`config.mk`:
```
export PLATFORM = sky130hd
export DESIGN_NAME = line_req_arbiter
export DESIGN_NICKNAME = d
export VERILOG_FILES = /design/src/rtl/line_req_arbiter.sv
export SDC_FILE = /design/constraint.sdc
export NUM_CORES = 1
export LEC_CHECK = 0
export ABC_AREA = 1
export BUFFER_PORTS_ARGS = -buffer_cell sky130_fd_sc_hd__buf_2
export CORE_AREA = 4 4 209 211
export DETAILED_ROUTE_END_ITERATION = 16
export DIE_AREA = 0 0 213 215
export GPL_TIMING_DRIVEN = 0
export PLACE_DENSITY = 0.82
export SYNTH_ARGS = -nofsm -noshare
export SYNTH_HDL_FRONTEND = slang
export SYNTH_SLANG_ARGS = --single-unit
```
`constraint.sdc`:
```
create_clock -name clk -period 7.7 [get_ports clk]
set_input_delay 0.77 -clock clk [delete_from_list [all_inputs] [get_ports clk]]
set_output_delay 0.77 -clock clk [all_outputs]
set_load 0.05 [all_outputs]
```
`src/rtl/line_req_arbiter.sv`:
```
module line_req_arbiter #(
  parameter int AW = 32,
  parameter int DW = 64,
  parameter int RD_DEPTH = 2,
  parameter int WR_DEPTH = 3,
  parameter int LINE_BYTES = 32
) (
  input  logic          clk,
  input  logic          rst_n,
  input  logic          rd_valid,
  output logic          rd_ready,
  input  logic [AW-1:0] rd_addr,
  input  logic          rd_uncached,
  output logic          rd_conflict,
  input  logic          wr_valid,
  output logic          wr_ready,
  input  logic [AW-1:0] wr_addr,
  input  logic [DW-1:0] wr_data,
  input  logic          wr_uncached,
  output logic          bus_valid,
  input  logic          bus_ready,
  output logic          bus_write,
  output logic          bus_uncached,
  output logic [AW-1:0] bus_addr,
  output logic [DW-1:0] bus_data
);
  localparam int OFS = $clog2(LINE_BYTES);
  localparam int RCW = $clog2(RD_DEPTH + 1);
  localparam int CW  = $clog2(WR_DEPTH + 1);
  localparam int RIW = $clog2(RD_DEPTH);
  localparam int WIW = $clog2(WR_DEPTH);

  typedef enum logic [1:0] {S_NONE, S_RD, S_UC, S_WR} sel_t;

  logic [AW-1:0] rq_addr [RD_DEPTH];
  logic [CW-1:0] rq_wait [RD_DEPTH];
  logic [RCW-1:0] rq_n;
  logic [AW-1:0] wq_addr [WR_DEPTH];
  logic [DW-1:0] wq_data [WR_DEPTH];
  logic [CW-1:0] wq_n;
  logic          uc_full, uc_write;
  logic [AW-1:0] uc_addr;
  logic [DW-1:0] uc_data;
  logic          hold_q;
  sel_t          hold_sel_q, sel;
  logic [CW-1:0] need;

  assign rd_ready = rd_uncached ? !uc_full : (rq_n != RCW'(RD_DEPTH));
  assign wr_ready = wr_uncached ? (!uc_full && !(rd_valid && rd_uncached))
                                : (wq_n != CW'(WR_DEPTH));

  wire rd_take = rd_valid && rd_ready && !rd_uncached;
  wire wr_take = wr_valid && wr_ready && !wr_uncached;
  wire uc_rd_take = rd_valid && rd_ready && rd_uncached;
  wire uc_wr_take = wr_valid && wr_ready && wr_uncached;

  always_comb begin
    need = '0;
    for (int i = 0; i < WR_DEPTH; i++)
      if (CW'(i) < wq_n && wq_addr[i][AW-1:OFS] == rd_addr[AW-1:OFS])
        need = CW'(i + 1);
  end
  assign rd_conflict = rd_take && (need != '0);

  always_comb begin
    if (hold_q) sel = hold_sel_q;
    else if (rq_n != '0 && rq_wait[0] == '0) sel = S_RD;
    else if (uc_full) sel = S_UC;
    else if (wq_n != '0) sel = S_WR;
    else sel = S_NONE;
  end

  assign bus_valid    = (sel != S_NONE);
  assign bus_write    = (sel == S_WR) || (sel == S_UC && uc_write);
  assign bus_uncached = (sel == S_UC);
  assign bus_addr = (sel == S_RD) ? rq_addr[0] : (sel == S_UC) ? uc_addr :
                    (sel == S_WR) ? wq_addr[0] : '0;
  assign bus_data = (sel == S_WR) ? wq_data[0] : (sel == S_UC) ? uc_data : '0;

  wire fire   = bus_valid && bus_ready;
  wire rd_pop = fire && sel == S_RD;
  wire uc_pop = fire && sel == S_UC;
  wire wr_pop = fire && sel == S_WR;

  wire [RIW-1:0] rq_idx = RIW'(rq_n - RCW'(rd_pop));
  wire [WIW-1:0] wq_idx = WIW'(wq_n - CW'(wr_pop));

  always_ff @(posedge clk) begin
    if (!rst_n) begin
      rq_n <= '0;
      for (int i = 0; i < RD_DEPTH; i++) begin
        rq_addr[i] <= '0;
        rq_wait[i] <= '0;
      end
    end else begin
      if (rd_pop) begin
        for (int i = 0; i < RD_DEPTH - 1; i++) begin
          rq_addr[i] <= rq_addr[i+1];
          rq_wait[i] <= rq_wait[i+1];
        end
      end else if (wr_pop) begin
        for (int i = 0; i < RD_DEPTH; i++)
          if (rq_wait[i] != '0) rq_wait[i] <= rq_wait[i] - 1'b1;
      end
      if (rd_take) begin
        rq_addr[rq_idx] <= rd_addr;
        rq_wait[rq_idx] <= (wr_pop && need != '0) ? need - 1'b1 : need;
      end
      rq_n <= rq_n + RCW'(rd_take) - RCW'(rd_pop);
    end
  end

  always_ff @(posedge clk) begin
    if (!rst_n) begin
      wq_n <= '0;
      for (int i = 0; i < WR_DEPTH; i++) begin
        wq_addr[i] <= '0;
        wq_data[i] <= '0;
      end
    end else begin
      if (wr_pop)
        for (int i = 0; i < WR_DEPTH - 1; i++) begin
          wq_addr[i] <= wq_addr[i+1];
          wq_data[i] <= wq_data[i+1];
        end
      if (wr_take) begin
        wq_addr[wq_idx] <= wr_addr;
        wq_data[wq_idx] <= wr_data;
      end
      wq_n <= wq_n + CW'(wr_take) - CW'(wr_pop);
    end
  end

  always_ff @(posedge clk) begin
    if (!rst_n) begin
      uc_full <= 1'b0;
      uc_write <= 1'b0;
      uc_addr <= '0;
      uc_data <= '0;
      hold_q <= 1'b0;
      hold_sel_q <= S_NONE;
    end else begin
      if (uc_rd_take) begin
        uc_full <= 1'b1;
        uc_write <= 1'b0;
        uc_addr <= rd_addr;
        uc_data <= '0;
      end else if (uc_wr_take) begin
        uc_full <= 1'b1;
        uc_write <= 1'b1;
        uc_addr <= wr_addr;
        uc_data <= wr_data;
      end else if (uc_pop) begin
        uc_full <= 1'b0;
      end
      hold_q <= bus_valid && !bus_ready;
      hold_sel_q <= sel;
    end
  end

  assert_rd_full_R1: assert property (@(posedge clk) disable iff (!rst_n)
    (rq_n == RCW'(RD_DEPTH) && !rd_uncached) |-> !rd_ready);
  assert_wr_full_R2: assert property (@(posedge clk) disable iff (!rst_n)
    (wq_n == CW'(WR_DEPTH) && !wr_uncached) |-> !wr_ready);
  assert_wait_bound_R6: assert property (@(posedge clk) disable iff (!rst_n)
    (rq_n != '0) |-> (rq_wait[0] <= wq_n));
  assert_rd_clear_R6: assert property (@(posedge clk) disable iff (!rst_n)
    rd_pop |-> (rq_wait[0] == '0));
  assert_uc_single_R9: assert property (@(posedge clk) disable iff (!rst_n)
    (uc_full && rd_uncached) |-> !rd_ready);
  assert_hold_stable_R12: assert property (@(posedge clk) disable iff (!rst_n)
    (bus_valid && !bus_ready) |=> (bus_valid && $stable(bus_addr) &&
                                   $stable(bus_write) && $stable(bus_uncached)));
endmodule

```
==> results of run 1 <==
power groups by stage:
stage               combinational [W]  sequential, W  clock (W)
floorplan                     0.00161        0.00326          0
global placement              0.00239        0.00331          0
detailed placement            0.00245        0.00328          0
CTS                           0.00246        0.00324    0.00259
global route                  0.00263        0.00327    0.00270
finish                        0.00248        0.00324    0.00259
critical path, stage by stage, from the launching register on:
cell,delay [ns]
edfxtp_1,0.33
inv_1,0.05
ha_1,0.22
o21ai_1,0.13
nand3_1,0.11
o21ai_2,0.13
nand2_1,0.37
clkinv_1,0.41
clkbuf_1,0.62
clkbuf_1,0.59
nand2_1,0.20
nand3_1,0.14
buf_2,0.26
cells in the final DEF (no fill, tap or decap), types with 3 or more instances in the layout:
master / Yosys / final
a211oi_1: 64 / 64
clkbuf_16: 0 / 52
buf_16: 0 / 3
nand3_1: 257 / 254
ha_1: 6 / 6
clkinv_2: 0 / 7
clkinv_1: 1 / 3
nor2_1: 375 / 375
inv_1: 378 / 378
clkbuf_8: 0 / 3
o21ai_0: 206 / 206
diode_2: 0 / 3
edfxtp_1: 356 / 356
nand2_1: 710 / 708
a21oi_1: 53 / 53
dfxtp_1: 105 / 105
nor3_1: 24 / 24
buf_2: 42 / 278
xor2_1: 5 / 5
xnor2_1: 11 / 11
bufinv_16: 0 / 8
clkbuf_1: 116 / 131
nand4_1: 31 / 31
a31oi_1: 11 / 11
o211ai_1: 18 / 18
buf_1: 4 / 4
cells by family (layout without fill, tap and decap cells):
| logic type | count (synthesis) | in the layout | synth area share, % |
|---|---|---|---|
| other | 0 | 3 | 0 |
| buffers and inverters | 543 | 874 | 9.143 |
| xor gates and xnor gates | 17 | 17 | 0.6840 |
| and+or+nand+nor | 1405 | 1405 | 25.09 |
| adders and majority gates | 6 | 6 | 0.3283 |
| DFF | 461 | 461 | 55.94 |
| AOI/OAI and AO/OA | 357 | 357 | 8.815 |
metal layers:
metal	vias to the layer above	global-route usage, %	wire length [um]
met1	9762	44.92	30700
met2	1270	56.21	38160
met4	10	11.68	2874
li1	9665	-	-
met5	-	0	56
met3	174	6.402	7805
sequential cells by signal (all words and copies together), names as in the netlist, 4 cells and up:
| signal | count |
|---|---|
| wq_addr | 96 |
| rq_addr | 64 |
| uc_addr | 32 |
| wq_data | 192 |
| rq_wait | 4 |
| uc_data | 64 |
worst max path at each step:
stage	startpoint	endpoint	slack, ns
6_report	rq_wait[0][0]$_DFFE_PP_	bus_addr[15]	2.76
4_1_cts	rq_wait[0][0]$_DFFE_PP_	bus_addr[4]	2.82
2_1_floorplan	rq_wait[0][0]$_DFFE_PP_	wq_addr[1][0]$_DFFE_PP_	2.56
5_1_grt	rq_wait[0][0]$_DFFE_PP_	bus_addr[15]	2.66
3_3_place_gp	rst_n	wq_data[1][22]$_DFFE_PP_	-0.58
3_5_place_dp	rst_n	rq_addr[1][25]$_SDFFCE_PN0P_	3.04
stage by stage:
step | setup slack, ns | power [W] | instance area [um^2] | hold WS [ns] | setup TNS (ns)
floorplan | 2.564 | 0.004875 | 22870 | 0.4345 | 0
global placement | -0.5764 | 0.005703 | 24720 | 0.4439 | -67.63
detailed placement | 3.036 | 0.005734 | 24840 | 0.4461 | 0
CTS | 2.818 | 0.008290 | 26580 | 0.4073 | 0
global route | 2.656 | 0.008600 | 26590 | 0.4406 | 0
finish | 2.755 | 0.008305 | 26590 | 0.4317 | 0
layout make-up:
type                    count  area (um^2)
fillers                  3528        15170
flip-flops and latches    461        12790
multi-input cells        1785         8024
inverters                 381         1430
clock buffers              70         1399
repair buffers            239         1264
well taps                 539        674.4
plain buffers             162        660.6
clock inverters            22        341.6
diodes                      3        7.507
==> impl_results.md, run 1 <==
* Placer Congestion at 0.9689
* CTS tree: built
* Placed insts at 3567
* Layout overhead on the synthesized area at 16.29%
* WHS Endpoint: hold_q$_SDFF_PN0_
* F_max at 202.2 MHz
* Ys async rst share at 0%
* Mapped Area at about 23000 um^2
* Setup CP Type: flip-flop to output pin
* Non-Filler Instances at ~3700
* Synth area leaders: edfxtp_1 (47%), nand2_1 (12%), dfxtp_1 (9.2%), inv_1 (6.2%), nor2_1 (6.2%)
* Post-Syn Instances at around 2800
* Share of layout cells above drive strength 1 at approximately an eighth
* Peak VDD IR at 0.2663 mV
* Core area at 41760 um^2
* CP Max Fanout at 10
* Crit end category: output pin
* Status: completed
* DR WL/cell at about 22 um
* Hpwl dp at approximately 60000 um
* FP Rows at 75
* Reg2reg end: wq_data[1][17]$_DFFE_PP_
* Reg-to-reg setup timing slack at 3.30 ns
* Vias in the first global route at 20170
* Worst skew pair latency at 0.61 ns
* Syn nets at between 2000 and 3000
* Top_reg_cell synth: edfxtp_1
* Min Tclk post-route at 4.945 ns
* First-pass GRT wire length at 118800 um
* Routed WL at slightly below 80000 um
* Cell internal pwr at 0.005140 W
* CTS Buf Count at 49
* Sequential power share at 39.0%
* Gate power share at slightly below 30%
* R2R cell count at 15
* Clk root buf: clkbuf_16
* H-tree level count at 2
* # IOs at 237
* Critical path required time at 6.93 ns
* HP Start: bus_ready
* Total track usage at 33.92%
* Number of DRC markers in iteration 0 at 2734
* Hold path cells at 2
* Gr ovfl total at 0
* Seq/Total Area, Yosys at 55.94%
* Worst Hold Class: input pin to flip-flop
* Clock-pin slew on the worst setup and hold paths at 0.06 ns
* Setup violators final at 0
* CP startpoint kind: flip-flop
* TritonRoute pass-1 iters at 6
* CTS resizes at 0
* Yosys cell types at 33
* Avg Inst Size Synth at a little over 8 um^2
* Pwr dens at between 300 and 400 nW/um^2
* RSZ-0062 raised after global routing: no
* Synth top area share at between 40% and 50%
* EDFF count, synth at 356
* Longest Clk Path Bufs at 3
* Die ar. at 45800 um^2
* Post-DRT Antenna Nets at 0
* Max cap viols at 0
* Lkg Pwr at 11.55 nW
* Die span in y at approximately 220 um
* Nets at approximately 3200
* DR vias/cell at 5.702
* Die W at about 210 um
* Largest net degree at the start of global routing at 66
* Clock sinks at 461
* Yosys warns at 0
* Most common cell in the netlist: nand2_1
* Worst-Margin Slew at roughly 1.0 ns
* Post-synth top cells: nand2_1 (710), inv_1 (378), nor2_1 (375), edfxtp_1 (356), nand3_1 (257)
* Post-synth top area cell: edfxtp_1
* Final Util at 63.68%
* FF-to-FF Start: rq_wait[0][0]$_DFFE_PP_
* Slew margin rel. at 32.18%
* IO buf count at 236
* Postcts setup bufs at 0
* Final period utilization at about 64%
* Initial antenna violation count at 7
* Starting Density at 54.76%
* Max-slew violation count at 0
* Setup Skew at a little under 0.03 ns
* Clock power share at slightly above 30%
* # DRC at 0
* Crit path arrival time at 4.17 ns
* Sw frac at 38.10%
* Hold_buf cts at 0
* Synthesized flop and latch total at 461
* Final Hold Viols at 0
* Routed via count at 20880
* Switch Pwr at 0.003165 W
(Power assumes the default switching activity.)
==> inputs of run 2 (changes only) <==
Settings changed: CORE_AREA 4 4 209 211 to 4 4 211 213, DIE_AREA 0 0 213 215 to 0 0 215 217, PLACE_DENSITY 0.82 to 0.84.
Clock period 7.7 ns to 4.1 ns, I/O delays scaled along.
==> run 2 against run 1 <==
  * Cell count increased by 0.41%
  * Sequential power is 88% higher
  * Sequential share of layout area rose by 0.29 points
  * Clock power up 66%
  * Clock skew shrank 0.0097 ns
  * Worst hold slack lost 0.34 ns
  * Largest cell class unchanged
==> impl_results.md, run 2 (synthesized netlist as in run 1, its figures left out) <==
* Status: completed
* Largest net degree at the start of global routing at 66
* FF-to-FF Start: rq_wait[0][0]$_DFFE_PP_
* H-tree level count at 2
* Postcts setup bufs at 0
* Worst-Margin Slew at about 1.1 ns
* Setup crit start: wq_n[1]$_SDFF_PN0_
* Layout overhead on the synthesized area at 15.59%
* Initial antenna violation count at 19
* Max cap viols at 0
* Setup CP Type: flip-flop to output pin
* Worst path slowest cell: clkinv_2
* Hold path cells at 2
* Peak VDD IR at 0.4478 mV
* CP top delay family: buffers and inverters
* Slew margin rel. at 24.59%
* CTS Buf Count at 49
* Gr ovfl total at 0
* DR vias/cell at 5.624
* Multi-input logic area at 8051 um^2
* Reg2reg end: wq_data[1][16]$_DFFE_PP_
* Placer Congestion at 1.013
* F_max at roughly 250 MHz
* Vias in the first global route at 19450
* HP Start: bus_ready
* Setup violators final at 0
* Most frequent cells in the layout: nand2_1 (708), inv_1 (378), nor2_1 (374)
* CTS tree: built
* Final period utilization at 96.38%
* Number of DRC markers in iteration 0 at 2472
* Largest registers in the final layout: wq_data x192, wq_addr x96
* Crit path top cell by count: nand2_1
* Clock-pin slew on the worst setup and hold paths at 0.06 ns
* FP Rows at 76
* Die ar. at 46660 um^2
* TritonRoute pass-1 iters at 6
* Hold_buf cts at 0
* Reg-to-reg setup timing slack at 0.17 ns
* Worst Hold Class: input pin to flip-flop
* WHS Endpoint: hold_q$_SDFF_PN0_
* # DRC at 0
* Critical path required time at 3.69 ns
* Worst skew pair latency at 0.61 ns
* Total track usage at 30.93%
* CP startpoint kind: flip-flop
* Setup Skew at 0.01928 ns
* Routed WL at ~75000 um
* IO buf count at about 240
* Routed via count at between 20000 and 25000
* Starting Density at 53.56%
* Share of layout cells above drive strength 1 at 11.70%
* Register Area at around 13000 um^2
* R2R cell count at 14
* Largest reg by FF count: wq_data
* CP bufs+invs at 3
* Clk root buf: clkbuf_16
* # IOs at 237
* Crit end category: output pin
* Post-DRT Antenna Nets at 0
* Final hold slack at roughly 0.094 ns
* Core area at 42700 um^2
* Nets at 3220
* DR WL/cell at about 20 um
* First-pass GRT wire length at 111500 um
* Crit path arrival time at around 3.5 ns
* Critical Path, Cell by Cell: nor2_2, nand2_1, nand3_1, o21ai_2, nand2_1, clkinv_2, clkbuf_1, nand2_1, o21ai_0, buf_2
* Max-slew violation count at 0
* Commonest non-fill, non-tap cell in the layout: nand2_1
* Die W at 215 um
* Lkg Pwr at 11.45 nW
* Max incr delay on CP at roughly 0.54 ns
* Die span in y at 217 um
* Final Hold Viols at 0
* Hpwl dp at about 55000 um
* CP Max Fanout at 15
* Final Util at 61.91%
* Min Tclk post-route at 3.952 ns
* Pwr dens at ~570 nW/um^2
* RSZ-0062 raised after global routing: no
* Fill cell count at roughly 3600
* Max reg flops at 192
* Clock sinks at 461
* Longest Clk Path Bufs at 3
run 2: changes by cell type in the layout (fill, tap and decap cells not counted), moves of 3 or more:
cell,before,now
diode_2,3,11
clkinv_1,3,8
clkbuf_16,52,49
bufinv_16,8,1
run 2: final cells by class:
| cell class | count | area share [%] |
|---|---|---|
| antenna | 11 | 0.1041 |
| buffer | 161 | 2.495 |
| clock buffer | 72 | 5.117 |
| clock inverter | 20 | 0.6485 |
| inverter | 381 | 5.415 |
| multi-input combinational | 1786 | 30.46 |
| sequential | 461 | 48.40 |
| tap | 546 | 2.584 |
| timing repair buffer | 239 | 4.781 |
run 2: per-stage QoR:
| stage | setup slack (ns) | cells | area (um^2) | total power, W | TNS (ns) |
|---|---|---|---|---|---|
| after global routing | 0.02304 | 3673 | 26420 | 0.01554 | 0 |
| after floorplan | 0.1933 | 2789 | 22880 | 0.009134 | 0 |
| after detailed placement | -0.07656 | 3574 | 24850 | 0.01068 | -6.003 |
| final | 0.1484 | 3677 | 26430 | 0.01498 | 0 |
| after CTS | 0.04980 | 3666 | 26390 | 0.01492 | 0 |
| after global placement | -1.815 | 3571 | 24740 | 0.01063 | -391.65 |
run 2: worst max path at each step:
stage	to	slack (ns)	depth (start not counted)
5_1_grt	bus_data[7]	0.02	10
2_1_floorplan	wq_addr[1][0]$_DFFE_PP_	0.19	12
6_report	bus_data[7]	0.15	10
4_1_cts	wq_data[1][16]$_DFFE_PP_	0.05	14
3_5_place_dp	wq_data[1][16]$_DFFE_PP_	-0.08	12
3_3_place_gp	wq_data[1][16]$_DFFE_PP_	-1.81	12
run 2: per-layer routing:
| layer | vias up | GRT usage [%] | share of wire (%) |
|---|---|---|---|
| met3 | 213 | 7.288 | 12 |
| met5 | - | 0.1042 | 0.17 |
| met2 | 1264 | 48.62 | 45 |
| met1 | 9506 | 40.83 | 38 |
| met4 | 18 | 14.86 | 4.8 |
| li1 | 9677 | - | - |
run 2: what timing repair did:
item                       CTS  global route
hold endpoints to repair     0             0
gates resized for setup      3             7
setup endpoints to repair  123           150
pin swaps                    0             1
cloned                       1             0
run 2: report_power, final:
part,internal [W],total [W],switching [W]
registers,0.00583,0.00609,0.000257
logic,0.000929,0.00459,0.00366
clock network,0.00237,0.00430,0.00194
